$ cat src/rtl/shf_pkg.sv
package shf_pkg;
  typedef enum logic [2:0] {
    OP_SLL  = 3'b000,
    OP_SRL  = 3'b001,
    OP_SRA  = 3'b010,
    OP_ROL  = 3'b011,
    OP_ROR  = 3'b100
  } shf_op_e;

  typedef enum logic [1:0] {
    FILL_PASS = 2'b00,
    FILL_ZERO = 2'b01,
    FILL_SIGN = 2'b10,
    FILL_WRAP = 2'b11
  } shf_fill_e;
endpackage

$ cat src/rtl/shf_ctrl.sv
module shf_ctrl
  import shf_pkg::*;
(
  input  logic [2:0] op_i,
  output logic       left_o,
  output shf_fill_e  fill_o
);
  always_comb begin
    left_o = 1'b0;
    fill_o = FILL_PASS;
    unique case (op_i)
      OP_SLL:  begin left_o = 1'b1; fill_o = FILL_ZERO; end
      OP_SRL:  begin left_o = 1'b0; fill_o = FILL_ZERO; end
      OP_SRA:  begin left_o = 1'b0; fill_o = FILL_SIGN; end
      OP_ROL:  begin left_o = 1'b1; fill_o = FILL_WRAP; end
      OP_ROR:  begin left_o = 1'b0; fill_o = FILL_WRAP; end
      default: begin left_o = 1'b0; fill_o = FILL_PASS; end
    endcase
  end
endmodule

$ cat src/rtl/shf_stage.sv
module shf_stage
  import shf_pkg::*;
#(
  parameter int unsigned WIDTH = 32,
  parameter int unsigned SHIFT = 1
) (
  input  logic [WIDTH-1:0] x_i,
  input  logic             en_i,
  input  logic             left_i,
  input  shf_fill_e        fill_i,
  input  logic             sign_i,
  output logic [WIDTH-1:0] y_o
);
  logic [SHIFT-1:0] fill_l, fill_r;
  logic [WIDTH-1:0] moved_l, moved_r;

  always_comb begin
    unique case (fill_i)
      FILL_WRAP: begin
        fill_l = x_i[WIDTH-1:WIDTH-SHIFT];
        fill_r = x_i[SHIFT-1:0];
      end
      FILL_SIGN: begin
        fill_l = '0;
        fill_r = {SHIFT{sign_i}};
      end
      default: begin
        fill_l = '0;
        fill_r = '0;
      end
    endcase
  end

  assign moved_l = {x_i[WIDTH-SHIFT-1:0], fill_l};
  assign moved_r = {fill_r, x_i[WIDTH-1:SHIFT]};

  // pass when stage bit clear or op is a no-op code
  assign y_o = (en_i && fill_i != FILL_PASS) ? (left_i ? moved_l : moved_r) : x_i;
endmodule

$ cat src/rtl/barrel_shift_unit.sv
module barrel_shift_unit
  import shf_pkg::*;
#(
  parameter int unsigned WIDTH = 32,
  localparam int unsigned AW   = $clog2(WIDTH)
) (
  input  logic [WIDTH-1:0] d_i,
  input  logic [AW-1:0]    amt_i,
  input  logic [2:0]       op_i,
  output logic [WIDTH-1:0] q_o
);
  logic      left;
  shf_fill_e fill;
  logic [WIDTH-1:0] stage_q [AW+1];

  shf_ctrl i_ctrl (
    .op_i   (op_i),
    .left_o (left),
    .fill_o (fill)
  );

  assign stage_q[0] = d_i;

  for (genvar k = 0; k < AW; k++) begin : g_stage
    shf_stage #(
      .WIDTH (WIDTH),
      .SHIFT (1 << k)
    ) i_stage (
      .x_i    (stage_q[k]),
      .en_i   (amt_i[k]),
      .left_i (left),
      .fill_i (fill),
      .sign_i (d_i[WIDTH-1]),
      .y_o    (stage_q[k+1])
    );
  end

  assign q_o = stage_q[AW];
endmodule

$ cat config.mk
export PLATFORM = sky130hd
export DESIGN_NAME = barrel_shift_unit
export DESIGN_NICKNAME = d
export VERILOG_FILES = /design/src/rtl/shf_pkg.sv /design/src/rtl/shf_ctrl.sv /design/src/rtl/shf_stage.sv /design/src/rtl/barrel_shift_unit.sv
export SDC_FILE = /design/constraint.sdc
export NUM_CORES = 1
export LEC_CHECK = 0
export BUFFER_PORTS_ARGS = -buffer_cell sky130_fd_sc_hd__clkbuf_2
export CAP_MARGIN = 5
export CORE_ASPECT_RATIO = 2
export CORE_MARGIN = 2
export CORE_UTILIZATION = 40
export DETAILED_ROUTE_END_ITERATION = 6
export RECOVER_POWER = 50
export SYNTH_ARGS = -nofsm -noshare
export SYNTH_HDL_FRONTEND = slang
export SYNTH_SLANG_ARGS = --single-unit
$ cat constraint.sdc
create_clock -name vclk -period 7.6
set_input_delay 0.76 -clock vclk [all_inputs]
set_output_delay 0.76 -clock vclk [all_outputs]
set_load 0.01 [all_outputs]
==> results by group <==
Worst setup path
  • Slowest CP cell: clkbuf_1
  • Critical path peak fanout: 41
  • Worst Setup End Kind: output port
  • WS Path Type: input pin to output port
  • Critical Path RT: 6.84 ns
  • CP startpoint kind: input pin
  • CP peak stage delay: 1.32 ns
  • CP Cell Sequence: clkbuf_1 > o21ai_4 > buf_4 > nand2_1 > nor2_1 > a221oi_1 > o22ai_1 > a22oi_1 > o21ai_0 > o21bai_1 > clkbuf_2
  • Crit path DAT: 5.46 ns

Finish
  • Nets: 899
  • Util after Layout: 0.421
  • Fillers: 1489
  • Seq Cell Count: 0
  • Fraction of layout cells with a size suffix above 1: 0.145
  • Commonest cells after routing, fill and taps aside: o21ai_0 (73), a21oi_1 (72), nor2_1 (68)
  • Layout clock buffer count: 0
  • Commonest non-fill, non-tap cell in the layout: o21ai_0
  • Storage cell area: 0 sq um
  • Inserted Diodes: 0
  • Synth-to-Final Area Change: 3.03%

Route
  • Post-route ant nets: 0
  • Initial DRC count: 1305
  • Drt pass-1 iters: 7
  • WL final: 29900 um
  • DR WL/cell: 29.5 um
  • Via Count: 7966
  • # DRC: 0
  • DR vias/cell: 7.87

Yosys
  • Top-area cell type share of the netlist area: 0.0665
  • Post-Syn Area: 5500 sq um
  • Syn nets: 913
  • Post-synth top area cell: o21ai_0
  • Mean Syn Cell Area: 6.30 sq um
  • Top post-synthesis cells by area: o21ai_0 (6.6%), a21oi_1 (6.6%), mux2i_1 (4.9%)
  • Seq/Total Area, Yosys: 0
  • Library cells used by synthesis: 85
  • Ys Warns: 0
  • Post-Synthesis Cells: 873

Place
  • Routability cong.: 1.07
  • DPL Wire Length: 22000 um
  • PortBufs: 72

Run
  • Max_cap viols: 1

Outcome
  • Violated checks: capacitance limit, slew limit
  • Outcome: complete, but fails checks

Pwr
  • Overall power: 579 uW
  • Pwr per Cell Area: 102 nW/um^2
  • Worst ir drop on vdd: 0.0395 mV
  • Leakage: 0.00207 uW

Die
  • Die span in x: 86.9 um
  • Chip height: 170 um
  • Die ar.: 14800 sq um
  • I/O Pins: 72
  • FP Rows: 60
  • Core outline area: 13400 sq um
  • Initial Utilization: 0.409

STA
  • RSZ-0062 raised after global routing: false
  • Rel. slew slack: -0.253
  • Endpoints failing hold: 0
  • Final critical-path share of the clock period: 0.819
  • Max Transition Viols Final: 42
  • Final setup fails: 0
  • Slew @ Worst Pin: 1.88 ns
  • Achievable frequency: 161 MHz
  • Post-layout min period: 6.22 ns
  • Setup_tns: 0 ns

Global routing
  • Grt total ovfl: 0
  • Total global-route track usage: 0.390
  • Global-route wire length before repair: 44400 um
  • Number of global-route vias before repair: 7259
  • Initial antenna violation count: 0
  • Largest net degree at the start of global routing: 55

Clocking
  • CTS resizes: 0
  • Post CTS Setup Buffer Count: 0
  • Cts hold-fix bufs: 0

Hold path
  • Hold WC Path Type: input pin to output port
report_power, final:
group	switching [uW]	total [uW]	leakage [uW]	internal, uW
sequential	0	0	0	0
clock	0	0	0	0
combinational	390	579	0.00207	189
total	390	579	0.00207	189
worst max-delay path, delay by kind of cell:
kind            cells  cell delay [ns]
compound gates      6             1.94
simple gates        2             0.90
buf+inv             3             1.83
worst paths after layout:
check | startpoint | to | slack [ns] | cells after the start
min | amt_i[3] | q_o[17] | 1.97 | 4
max | op_i[0] | q_o[7] | 1.38 | 11
synthesized netlist by cell type, types with 10 or more instances:
cell type   n
a211o_1    10
a211oi_1   24
a21o_1     10
a21oi_1    72
a221oi_1   16
a31oi_1    19
and2_1     11
buf_2      40
buf_4      10
clkbuf_1   46
inv_1      10
mux2_2     11
mux2i_1    27
nand2_1    66
nand2b_1   18
nand3_1    30
nor2_1     70
nor2b_1    13
nor3_1     18
o211ai_1   13
o21ai_0    73
o221ai_1   15
o22ai_1    36
o31ai_1    10
o32ai_1    10
layer usage:
metal / share of wire / track usage / wire length (um)
met1: 0.35 / 0.453 / 10300
met2: 0.46 / 0.639 / 13700
met3: 0.092 / 0.0452 / 2760
met4: 0.10 / 0.288 / 3110
met5: 0 / 0 / 0
kinds of logic (layout without fill, tap and decap cells):
logic type / count (synthesis) / after routing / share of synthesized area
muxes: 38 / 38 / 0.0717
buffers and inverters: 119 / 103 / 0.103
and+or+nand+nor: 280 / 280 / 0.257
xor gates and xnor gates: 2 / 2 / 0.00592
AOI/OAI and AO/OA: 434 / 434 / 0.562
layout make-up:
type / instances / area [sq um] / area share
Multi-Input combinational cell: 754 / 4940 / 0.872
Timing Repair Buffer: 91 / 488 / 0.0862
Tap cell: 155 / 194 / 0.0342
Inverter: 12 / 45.0 / 0.00795
per-stage QoR:
| stage | hold slack, ns | area [sq um] | std cells | worst slack, ns |
|---|---|---|---|---|
| after CTS | 1.96 | 5680 | 1012 | 2.14 |
| after floorplan | 1.70 | 5500 | 873 | 3.87 |
| after detailed placement | 1.96 | 5680 | 1012 | 2.15 |
| final | 1.97 | 5660 | 1012 | 1.38 |
| after global placement | 1.97 | 5680 | 1012 | 2.24 |
| after global routing | 2.00 | 5660 | 1012 | 1.15 |
No activity file was read; power rests on OpenSTA's default activity.
